File: config.mk
export PLATFORM = sky130hd
export DESIGN_NAME = xgmii_tx_mac
export DESIGN_NICKNAME = d
export VERILOG_FILES = /design/src/rtl/xtx_pkg.sv /design/src/rtl/xtx_crc_engine.sv /design/src/rtl/xtx_tail_builder.sv /design/src/rtl/xtx_ingress.sv /design/src/rtl/xgmii_tx_mac.sv
export SDC_FILE = /design/constraint.sdc
export NUM_CORES = 1
export LEC_CHECK = 0
export ABC_CLOCK_PERIOD_IN_PS = 24400
export BUFFER_PORTS_ARGS = -buffer_cell sky130_fd_sc_hd__buf_2
export CAP_MARGIN = 20
export CORE_MARGIN = 2
export CORE_UTILIZATION = 50
export CTS_BUF_LIST = sky130_fd_sc_hd__clkbuf_4
export DETAILED_ROUTE_END_ITERATION = 16
export PLACE_DENSITY = 0.67
export SKIP_CTS_REPAIR_TIMING = 1
export SKIP_LAST_GASP = 1
export SYNTH_ARGS = -nofsm -noshare
export SYNTH_HDL_FRONTEND = slang
export SYNTH_HIERARCHICAL = 1
export SYNTH_SLANG_ARGS = --single-unit
File: constraint.sdc
create_clock -name clk -period 24.4 [get_ports clk]
set_input_delay 3.66 -clock clk [delete_from_list [all_inputs] [get_ports clk]]
set_output_delay 3.66 -clock clk [all_outputs]
set_load 0.05 [all_outputs]
File: src/rtl/xtx_pkg.sv
// Package for the XGMII transmit MAC: character codes, the CRC polynomial
// and a byte-wide CRC-32 step shared by the engine.
package xtx_pkg;

    localparam logic [7:0]  CH_IDLE   = 8'h07;
    localparam logic [7:0]  CH_START  = 8'hFB;
    localparam logic [7:0]  CH_TERM   = 8'hFD;
    localparam logic [7:0]  CH_PREAM  = 8'h55;
    localparam logic [7:0]  CH_SFD    = 8'hD5;
    localparam logic [31:0] CRC_POLY_REFL = 32'hEDB88320;
    localparam logic [31:0] CRC_PRESET    = 32'hFFFFFFFF;
    localparam int          CRC_BYTES     = 4;
    localparam int          TAIL_BYTES    = CRC_BYTES + 1;

    // Advance a reflected CRC-32 register by one byte, LSB first.
    function automatic logic [31:0] crc32_byte(input logic [31:0] c, input logic [7:0] b);
        logic [31:0] r;
        r = c ^ {24'h000000, b};
        for (int i = 0; i < 8; i++) begin
            r = r[0] ? ((r >> 1) ^ CRC_POLY_REFL) : (r >> 1);
        end
        return r;
    endfunction

endpackage

File: src/rtl/xtx_crc_engine.sv
// Parallel CRC-32 update over one beat. Lanes at or beyond nbytes are
// skipped, so any count from 1 to LANES folds in correctly.
// Assumes: lane 0 holds the earliest byte; crc_in is the running register.
module xtx_crc_engine #(
    parameter int LANES = 8,
    localparam int CNT_W = $clog2(LANES + 1)
) (
    input  logic [31:0]          crc_in,
    input  logic [8*LANES-1:0]   data,
    input  logic [CNT_W-1:0]     nbytes,
    output logic [31:0]          crc_out
);
    import xtx_pkg::*;

    logic [31:0] chain [LANES+1];

    assign chain[0] = crc_in;

    // One CRC byte stage per lane, bypassed past the end of the frame.
    for (genvar g = 0; g < LANES; g++) begin : g_stage
        assign chain[g+1] = (CNT_W'(g) < nbytes) ? crc32_byte(chain[g], data[8*g +: 8])
                                                 : chain[g];
    end

    assign crc_out = chain[LANES];

endmodule

File: src/rtl/xtx_tail_builder.sv
// Lays out the closing words of a frame: n payload bytes, four CRC bytes
// (LSB first), the terminate character, then idle. The layout spans two
// words; spill flags when the second word is needed.
// Assumes: 1 <= nbytes <= LANES; crc_fin is already inverted.
module xtx_tail_builder #(
    parameter int LANES = 8,
    localparam int CNT_W = $clog2(LANES + 1)
) (
    input  logic [8*LANES-1:0]   data,
    input  logic [CNT_W-1:0]     nbytes,
    input  logic [31:0]          crc_fin,
    output logic [8*LANES-1:0]   w0_d,
    output logic [LANES-1:0]     w0_c,
    output logic [8*LANES-1:0]   w1_d,
    output logic [LANES-1:0]     w1_c,
    output logic                 spill
);
    import xtx_pkg::*;

    assign spill = (int'(nbytes) + TAIL_BYTES) > LANES;

    for (genvar j = 0; j < 2*LANES; j++) begin : g_lane
        localparam int J = j;
        logic [7:0] pay;
        logic [7:0] b;
        logic       c;

        if (j < LANES) begin : g_pay
            assign pay = data[8*j +: 8];
        end else begin : g_nopay
            assign pay = 8'h00;
        end

        // Pick payload, CRC, terminate or idle for this tail position.
        always_comb begin
            int          n;
            logic [31:0] crc_sh;
            n      = int'(nbytes);
            crc_sh = 32'h0;
            b      = CH_IDLE;
            c      = 1'b1;
            if (J < n) begin
                b = pay;
                c = 1'b0;
            end else if (J < n + CRC_BYTES) begin
                crc_sh = crc_fin >> (8 * (J - n));
                b      = crc_sh[7:0];
                c      = 1'b0;
            end else if (J == n + CRC_BYTES) begin
                b = CH_TERM;
                c = 1'b1;
            end
        end

        if (j < LANES) begin : g_w0
            assign w0_d[8*j +: 8] = b;
            assign w0_c[j]        = c;
        end else begin : g_w1
            assign w1_d[8*(j-LANES) +: 8] = b;
            assign w1_c[j-LANES]          = c;
        end
    end

endmodule

File: src/rtl/xtx_ingress.sv
// Stream-side stage: accepts beats, holds one beat for the output stage,
// and keeps the running CRC over everything accepted so far.
// Assumes: frames are well formed and arrive without gaps between beats.
module xtx_ingress #(
    parameter int LANES = 8,
    localparam int CNT_W = $clog2(LANES + 1),
    localparam int EMP_W = $clog2(LANES)
) (
    input  logic                 clk,
    input  logic                 rst_n,
    input  logic [8*LANES-1:0]   in_data,
    input  logic                 in_valid,
    input  logic                 in_sop,
    input  logic                 in_eop,
    input  logic [EMP_W-1:0]     in_empty,
    input  logic                 spill_pend,
    output logic                 in_ready,
    output logic                 accept,
    output logic                 s1_valid,
    output logic                 s1_eop,
    output logic [8*LANES-1:0]   s1_data,
    output logic [CNT_W-1:0]     s1_nbytes,
    output logic [31:0]          crc_run
);
    import xtx_pkg::*;

    logic [CNT_W-1:0] nb_in;
    logic [31:0]      crc_seed;
    logic [31:0]      crc_next;

    // Hold off while a tail word or spill word still owns the next slot.
    assign in_ready = !(s1_valid && s1_eop) && !spill_pend;
    assign accept   = in_valid && in_ready;

    // Byte count of the incoming beat.
    assign nb_in    = in_eop ? (CNT_W'(LANES) - CNT_W'(in_empty)) : CNT_W'(LANES);
    assign crc_seed = in_sop ? CRC_PRESET : crc_run;

    xtx_crc_engine #(.LANES(LANES)) u_crc (
        .crc_in  (crc_seed),
        .data    (in_data),
        .nbytes  (nb_in),
        .crc_out (crc_next)
    );

    // Capture the accepted beat and fold it into the running CRC.
    always_ff @(posedge clk) begin
        if (!rst_n) begin
            s1_valid  <= 1'b0;
            s1_eop    <= 1'b0;
            s1_data   <= '0;
            s1_nbytes <= '0;
            crc_run   <= CRC_PRESET;
        end else begin
            s1_valid <= accept;
            if (accept) begin
                s1_eop    <= in_eop;
                s1_data   <= in_data;
                s1_nbytes <= nb_in;
                crc_run   <= crc_next;
            end
        end
    end

endmodule

File: src/rtl/xgmii_tx_mac.sv
// XGMII transmit MAC top. It picks each output word from the spill word,
// a start word, the held beat or its tail, or idle, and registers it.
// Assumes: one clock for both sides; the source does not stall inside a frame.
module xgmii_tx_mac #(
    parameter int LANES = 8
) (
    input  logic                       clk,
    input  logic                       rst_n,
    input  logic [8*LANES-1:0]         in_data,
    input  logic                       in_valid,
    output logic                       in_ready,
    input  logic                       in_sop,
    input  logic                       in_eop,
    input  logic [$clog2(LANES)-1:0]   in_empty,
    output logic [8*LANES-1:0]         xgmii_txd,
    output logic [LANES-1:0]           xgmii_txc
);
    import xtx_pkg::*;

    localparam int CNT_W = $clog2(LANES + 1);

    logic                 accept;
    logic                 s1_valid;
    logic                 s1_eop;
    logic [8*LANES-1:0]   s1_data;
    logic [CNT_W-1:0]     s1_nbytes;
    logic [31:0]          crc_run;
    logic                 spill_pend;
    logic [8*LANES-1:0]   spill_d;
    logic [LANES-1:0]     spill_c;
    logic [8*LANES-1:0]   w0_d, w1_d;
    logic [LANES-1:0]     w0_c, w1_c;
    logic                 tail_spill;
    logic [8*LANES-1:0]   pre_d;
    logic [8*LANES-1:0]   idle_d;
    logic                 start_now;

    xtx_ingress #(.LANES(LANES)) u_ing (
        .clk        (clk),
        .rst_n      (rst_n),
        .in_data    (in_data),
        .in_valid   (in_valid),
        .in_sop     (in_sop),
        .in_eop     (in_eop),
        .in_empty   (in_empty),
        .spill_pend (spill_pend),
        .in_ready   (in_ready),
        .accept     (accept),
        .s1_valid   (s1_valid),
        .s1_eop     (s1_eop),
        .s1_data    (s1_data),
        .s1_nbytes  (s1_nbytes),
        .crc_run    (crc_run)
    );

    xtx_tail_builder #(.LANES(LANES)) u_tail (
        .data    (s1_data),
        .nbytes  (s1_nbytes),
        .crc_fin (~crc_run),
        .w0_d    (w0_d),
        .w0_c    (w0_c),
        .w1_d    (w1_d),
        .w1_c    (w1_c),
        .spill   (tail_spill)
    );

    // Start word: start character, preamble, delimiter in the top lane.
    for (genvar j = 0; j < LANES; j++) begin : g_pre
        if (j == 0) begin : g_st
            assign pre_d[8*j +: 8] = CH_START;
        end else if (j == LANES - 1) begin : g_sfd
            assign pre_d[8*j +: 8] = CH_SFD;
        end else begin : g_pa
            assign pre_d[8*j +: 8] = CH_PREAM;
        end
        assign idle_d[8*j +: 8] = CH_IDLE;
    end

    assign start_now = accept && in_sop;

    // Select and register the next XGMII word; remember any spill word.
    always_ff @(posedge clk) begin
        if (!rst_n) begin
            xgmii_txd  <= idle_d;
            xgmii_txc  <= '1;
            spill_pend <= 1'b0;
            spill_d    <= idle_d;
            spill_c    <= '1;
        end else begin
            spill_pend <= 1'b0;
            if (spill_pend) begin
                xgmii_txd <= spill_d;
                xgmii_txc <= spill_c;
            end else if (start_now) begin
                xgmii_txd <= pre_d;
                xgmii_txc <= LANES'(1);
            end else if (s1_valid && s1_eop) begin
                xgmii_txd <= w0_d;
                xgmii_txc <= w0_c;
                if (tail_spill) begin
                    spill_pend <= 1'b1;
                    spill_d    <= w1_d;
                    spill_c    <= w1_c;
                end
            end else if (s1_valid) begin
                xgmii_txd <= s1_data;
                xgmii_txc <= '0;
            end else begin
                xgmii_txd <= idle_d;
                xgmii_txc <= '1;
            end
        end
    end


    start_word_chk: assert property (@(posedge clk) disable iff (!rst_n)
        (in_valid && in_ready && in_sop) |=> (xgmii_txc == LANES'(1) && xgmii_txd[7:0] == CH_START));


    eop_stall_chk: assert property (@(posedge clk) disable iff (!rst_n)
        (in_valid && in_ready && in_eop) |=> !in_ready);


    spill_arm_chk: assert property (@(posedge clk) disable iff (!rst_n)
        (s1_valid && s1_eop && tail_spill) |=> (spill_pend && !in_ready));


    spill_release_chk: assert property (@(posedge clk) disable iff (!rst_n)
        spill_pend |=> (in_ready && !spill_pend));


    idle_out_chk: assert property (@(posedge clk) disable iff (!rst_n)
        (!s1_valid && !spill_pend && !(in_valid && in_ready && in_sop)) |=> (xgmii_txc == '1));

endmodule

## Word level (Yosys, flattened, before mapping)

Index checks and enable logic that the tools add are counted.

- Input port bits: 72
- Word-level logic and storage cells: 347
- Output and inout port bits: 73
- Bits in registers: 247

- Reduce and logical (&&, ||, !) cells: 9
- Shift operators: 16
- Equality and inequality tests: 15
- Multiplexer cells: 161
- $lt $le $gt $ge: 40
- Bitwise logic cells: 77
- Add/sub/neg operators: 19

Operators with widths:

| kind | count |
|---|---|
| 2-to-1 mux 32 bit | 73 |
| inverter 13 -> 14 bit | 64 |
| right shift 32 x 32 -> 8 bit | 16 |
| 2-to-1 mux 8 bit | 51 |
| == test 5 x 32 -> 1 bit, first input constant | 8 |
| less-than comparator 5 x 32 -> 1 bit, first input constant | 8 |
| 2-to-1 mux 64 bit | 4 |
| bitwise XOR 32 x 8 -> 32 bit | 8 |
| == test 4 x 32 -> 1 bit, first input constant | 4 |
| less-than comparator 4 x 32 -> 1 bit, first input constant | 4 |
| == test 3 x 32 -> 1 bit, first input constant | 2 |
| less-than comparator 3 x 32 -> 1 bit, first input constant | 2 |
| subtractor 4 x 4 -> 5 bit, first input constant | 8 |
| == test 2 x 32 -> 1 bit, first input constant | 1 |
| greater-than comparator 32 x 5 -> 1 bit, second input constant | 1 |
| logical NOT 32 bit | 1 |
| less-than comparator 3 x 4 -> 1 bit, first input constant | 8 |
| 2-to-1 mux 1 bit | 32 |
| inverter 32 bit | 1 |
| less-than comparator 4 bit, first input constant | 7 |
| subtractor 3 x 4 -> 5 bit, first input constant | 4 |
| less-than comparator 1 x 4 -> 1 bit, first input constant | 4 |
| less-than comparator 2 x 4 -> 1 bit, first input constant | 4 |
| adder 4 x 3 -> 5 bit, second input constant | 2 |
| other kinds (10) | 20 |

## Longest topological paths before layout

- Depth after elaboration: 145
- Mapped depth: 40
- Depth with buffers taken out: 33

## By module

Netlist, hierarchy kept.

By module, submodules not included:

| module | cells an instance | instances | area an instance (um2) | sequential area each (um2) |
|---|---|---|---|---|
| xtx_crc_engine | 1502 | 1 | 12549.5 | 0.0 |
| xgmii_tx_mac | 713 | 1 | 6428.7 | 2902.8 |
| xtx_ingress | 508 | 1 | 4162.7 | 2042.0 |
| xtx_tail_builder | 495 | 1 | 3656.0 | 0.0 |

## Least setup slack after synthesis

OpenSTA, ideal clock, no wires.

- Path type: input to register
- From: input in_empty[0]
- To: register u_ing.crc_run[24]
- Setup time: 0.063 ns
- Path slack: 11.532 ns
- Arrival time: 12.806 ns
- Buffers on the path: 5
- Stages on the path: 36
- Required time: 24.337 ns
- Cells stage by stage: inv_1 > ha_1 > xnor2_1 > and2_1 > buf_4 > or4_1 > buf_2 > mux2i_2 > xnor2_2 > xor2_1 > xor3_1 > mux2i_4 > xor2_4 > xnor3_1 > a211o_1 > and2_1 > buf_2 > xnor3_1 > nor4b_1 > nor4_4 > xnor3_1 > a21oi_2 > xnor3_1 > or3b_1 > a21oi_1 > or3_1 > buf_4 > a211oi_1 > or4_1 > buf_4 > xnor2_4 > xnor2_1 > xnor3_1 > a21oi_1 > nand3_1 > nand3_1

- Longest elaborated chain between the ends: 96
- Elaborated cells between the ends (all ways): 134
- Classes of those cells: add/sub: 1; order compare: 8; mux: 65; bitwise: 60

RTL lines:

| element | line | source |
|---|---|---|
| start, declared | xgmii_tx_mac.sv:14 | `input logic [$clog2(LANES)-1:0] in_empty,` |
| subtractor 4 x 3 -> 4 bit * | xtx_ingress.sv:36 | `assign nb_in = in_eop ? (CNT_W'(LANES) - CNT_W'(in_empty)) : CNT_W'(LANES);` |
| 2-to-1 mux 4 bit * | xtx_ingress.sv:36 |  |
| via u_ing.nb_in[2] | xtx_ingress.sv:27 | `logic [CNT_W-1:0] nb_in;` |
| less-than comparator 1 x 4 -> 1 bit | xtx_crc_engine.sv:21 | `assign chain[g+1] = (CNT_W'(g) < nbytes) ? crc32_byte(chain[g], data[8*g +: 8])` |
| 2-to-1 mux 32 bit | xtx_crc_engine.sv:21 |  |
| bitwise XOR 32 x 8 -> 32 bit | xtx_pkg.sv:18 | `r = c ^ {24'h000000, b};` |
| inverter 13 -> 14 bit (no source line) | - |  |
| 2-to-1 mux 32 bit (6 in series) | xtx_pkg.sv:20 | `r = r[0] ? ((r >> 1) ^ CRC_POLY_REFL) : (r >> 1);` |
| [76 not listed] | - |  |
| inverter 13 -> 14 bit (no source line) | - |  |
| 2-to-1 mux 32 bit | xtx_pkg.sv:20 |  |
| inverter 13 -> 14 bit (no source line) | - |  |
| 2-to-1 mux 32 bit (2 in series) | xtx_pkg.sv:20 |  |
| inverter 13 -> 14 bit (no source line) | - |  |
| 2-to-1 mux 32 bit | xtx_pkg.sv:20 |  |
| 2-to-1 mux 32 bit * | xtx_crc_engine.sv:21 |  |
| via u_ing.crc_next[24] | xtx_ingress.sv:29 | `logic [31:0] crc_next;` |
| end signal, assigned | xtx_ingress.sv:60 | `crc_run <= crc_next;` |
| end, declared | xtx_ingress.sv:23 | `output logic [31:0] crc_run` |

The timed path passes the listed nets; every way through them passes the cells marked *.
A chain may end at the register's enable or synchronous reset.

## Worst setup path after layout

- From: input in_empty[0]
- To: register u_ing.crc_run[23]

- Longest elaborated chain between the ends: 96
- Elaborated cells between the ends (all ways): 135
- Classes of those cells: add/sub: 1; order compare: 8; mux: 65; bitwise: 61

RTL lines:

| element | line |
|---|---|
| subtractor 4 x 3 -> 4 bit * | xtx_ingress.sv:36 |
| 2-to-1 mux 4 bit * | xtx_ingress.sv:36 |
| via u_ing.nb_in[2] | xtx_ingress.sv:27 |
| less-than comparator 1 x 4 -> 1 bit | xtx_crc_engine.sv:21 |
| 2-to-1 mux 32 bit | xtx_crc_engine.sv:21 |
| bitwise XOR 32 x 8 -> 32 bit | xtx_pkg.sv:18 |
| 2-to-1 mux 32 bit or inverter 13 -> 14 bit (tied branches) | - |
| 2-to-1 mux 32 bit | xtx_pkg.sv:20 |
| [81 not listed] | - |
| inverter 13 -> 14 bit (no source line) | - |
| 2-to-1 mux 32 bit (2 in series) | xtx_pkg.sv:20 |
| inverter 13 -> 14 bit (no source line) | - |
| 2-to-1 mux 32 bit | xtx_pkg.sv:20 |
| inverter 13 -> 14 bit (no source line) | - |
| 2-to-1 mux 32 bit | xtx_pkg.sv:20 |
| 2-to-1 mux 32 bit * | xtx_crc_engine.sv:21 |
| via u_ing.crc_next[23] | xtx_ingress.sv:29 |

Marked as above.

==> key figures <==
STA
  • RSZ-0062 raised after global routing: no
  • Hold Vio Cnt, Final: 0
  • Period minus WS final: approximately 15 ns
  • Final period util: 0.602
  • Slew Limit Fails: 0
  • Clk_skew: approximately 0.037 ns
  • Worst slew margin: 0.285
  • Sum of negative setup slack: 0 ns
  • Final Setup Violations: 0
  • Worst Tran Pin Value: 1.07 ns
  • Fmax: 68.0 MHz

Global route
  • GRT Max-Usage Layer: met2
  • GRT met1 Usage: 0.493
  • M3 GR Usage: 0.0707
  • First-pass GRT wire length: about 150 mm
  • Met2 global-route usage: 0.516
  • Largest net degree at the start of global routing: 129
  • Antenna violations before repair: 5
  • GRT Util Overall: 0.344
  • Vias in the first global route: approximately 23000
  • Grt ovf: 0

Cells and area
  • Final Instance Area: 28300 um2
  • # nets final: around 3300
  • Share of cells above drive strength 1: 0.167
  • Area grow syn2layout: 5.49%
  • Commonest non-fill, non-tap cells in the layout: 305 x nand2_1, 302 x xnor2_1, 245 x dfxtp_1, 244 x a21oi_1, 202 x o21ai_0
  • Commonest non-fill, non-tap cell in the layout: nand2_1

Critical path
  • Critical Path Sink Type: flip-flop
  • Reg2Reg Setup Slack: 12.99 ns
  • Required time of the worst setup path: 24.98 ns
  • Launching point of the worst reg2reg path: u_ing/crc_run[1]
  • RR Endpoint: u_ing/crc_run[23]
  • Critical path's largest stage delay: 0.75 ns
  • FF-to-FF path depth: 30
  • Worst EP arrival: 15.28 ns
  • Setup crit start kind: input pin
  • CP Class: in2reg
  • Crit Path Max Fanout: 31
  • Crit path max-delay cell type: nor4_4

Logic synthesis
  • Sequential cell area fraction in the yosys report: 0.185
  • Post-Synthesis Cells: ~3200
  • Seq cells post-synth: 247
  • Post-synth ARST share: 0
  • Post-synth EDFFs: 0
  • Unique masters post-synth: around 120
  • Yosys warning count: 6
  • Mapped Avg Cell Area: 8.33 um2
  • Synthesized area: around 27000 um2
  • Top_reg_cell synth: dfxtp_1

Floorplanning
  • DIE WIDTH: approximately 240 um
  • DIE HEIGHT: ~240 um
  • Cell Rows: 84
  • Boundary pin count: 145
  • Initial Utilization: 0.508
  • Die ar.: 55500 um2
  • Core area: 52800 um2

Route
  • Vias per cell: 6.39
  • Routed wire length: 99.1 mm
  • Initial drt markers: 3168
  • Vias: 25200
  • Routed length per placed instance: 25.2 um
  • DR pass1 iterations: 6
  • DR DRC count: 0
  • Post-route ant nets: 0

Clocking
  • Num CTS Buffers: 59
  • H-tree depth: 2
  • Clk slew on worst S/H paths: 0.07 ns
  • Clock tree from TritonCTS: yes
  • TritonCTS Sinks: 247
  • Bufs on Longest Clock Path: 3
  • Root Buffer: clkbuf_4
  • Clk_lat worst skew: 0.75 ns

Worst hold path
  • Hold Path Stages: 2
  • Hold Path Class: reg2reg
  • Hold Path Sink: spill_d[44]
  • Hold Crit Start: spill_d[44]

Placement
  • Final Wtd Congestion: approximately 1
  • Final HPWL DP: roughly 76 mm
  • Cell area after placement: 27400 um2
  • Port buffer count: 144

Status
  • Status: complete, no violations

Run
  • Max-cap violation count: 0
==> worst max-delay path: cells and delay by family <==
kind            cells  cell delay (ns)
compound gates      5             1.38
xor+xnor           12             4.86
fa+ha+maj           1             0.19
buf+inv             3             0.47
mux                 2             0.37
simple gates       11             4.29
==> layer usage <==
metal	up-vias	routed length (um)
met2	1351	42900
met4	4	3150
met5	-	26
met1	12200	43100
met3	188	9990
li1	11500	-
==> flip-flops by register name, summed over array words and instances, names as in the netlist, 4 cells and up <==
name             cells
spill_c              8
spill_d             64
u_ing/crc_run       32
u_ing/s1_data       64
u_ing/s1_nbytes      4
xgmii_txc            8
xgmii_txd           64
==> cell usage after synthesis, types with 16 or more instances <==
master | instances | area share
nand3_1 | 176 | 0.033
mux2_2 | 80 | 0.034
buf_4 | 39 | 0.011
buf_1 | 22 | 0.0031
or2_2 | 47 | 0.011
mux2i_1 | 132 | 0.049
nand2_1 | 305 | 0.043
nor2_1 | 166 | 0.023
xnor2_1 | 302 | 0.099
o31ai_1 | 37 | 0.010
o22ai_1 | 18 | 0.0042
xor2_1 | 110 | 0.036
o32ai_1 | 17 | 0.0056
nand2b_1 | 19 | 0.0044
o21ai_1 | 32 | 0.0060
ha_1 | 25 | 0.012
a21o_1 | 22 | 0.0062
nor3_1 | 36 | 0.0067
inv_1 | 106 | 0.015
nor4_1 | 16 | 0.0037
mux4_2 | 32 | 0.027
xnor3_1 | 79 | 0.066
buf_2 | 41 | 0.0077
o21ai_0 | 202 | 0.038
a32oi_1 | 21 | 0.0069
and2_1 | 17 | 0.0040
a22o_1 | 29 | 0.0095
dfxtp_1 | 247 | 0.18
clkbuf_1 | 131 | 0.018
xnor2_2 | 23 | 0.014
nor2b_1 | 36 | 0.0084
xor3_1 | 18 | 0.016
buf_6 | 17 | 0.0071
o21a_1 | 19 | 0.0053
o211ai_1 | 69 | 0.019
a21oi_1 | 247 | 0.046
a211oi_1 | 25 | 0.0070
==> worst max-delay path by stage <==
| stage | from | endpoint |
|---|---|---|
| final | in_empty[0] | u_ing/crc_run[23] |
| after global routing | in_empty[0] | u_ing/crc_run[23] |
| after CTS | in_empty[0] | u_ing/crc_run[16] |
| after detailed placement | in_empty[0] | u_ing/crc_run[16] |
| after global placement | in_empty[0] | u_ing/crc_run[16] |
| after floorplan | in_empty[0] | u_ing/crc_run[24] |
==> through the flow <==
| step | cells | util | setup WS [ns] | hold WS (ns) |
|---|---|---|---|---|
| 5_1_grt | 3940 | 0.536 | 9.07 | 0.479 |
| 3_3_place_gp | 3835 | 0.520 | 9.50 | 0.440 |
| 4_1_cts | 3937 | 0.535 | 9.86 | 0.460 |
| 2_1_floorplan | 3221 | - | 11.53 | 0.432 |
| 6_report | 3941 | 0.536 | 9.70 | 0.455 |
| 3_5_place_dp | 3835 | 0.520 | 9.11 | 0.450 |
==> logic make-up after synthesis <==
logic type / Yosys count / synth area share
xor gates and xnor gates: 555 / 0.251
DFF: 247 / 0.185
muxes: 248 / 0.113
AOI/OAI and AO/OA: 856 / 0.206
other: 1 / 0.000140
and+or+nand+nor: 917 / 0.169
buffers and inverters: 369 / 0.0641
adders and majority gates: 25 / 0.0117
==> cell type report <==
cell class | instances | area (um2)
flip-flops and latches | 247 | 4950
inverters | 113 | 425
clock buffers | 80 | 601
diodes | 2 | 5.00
multi-input cells | 2605 | 20200
fillers | 5047 | 24500
repair buffers | 184 | 1060
well taps | 688 | 861
clock inverters | 22 | 168
Power is not shown: default switching activity piles up to over one toggle a cycle in this logic, so the estimate is an artifact.
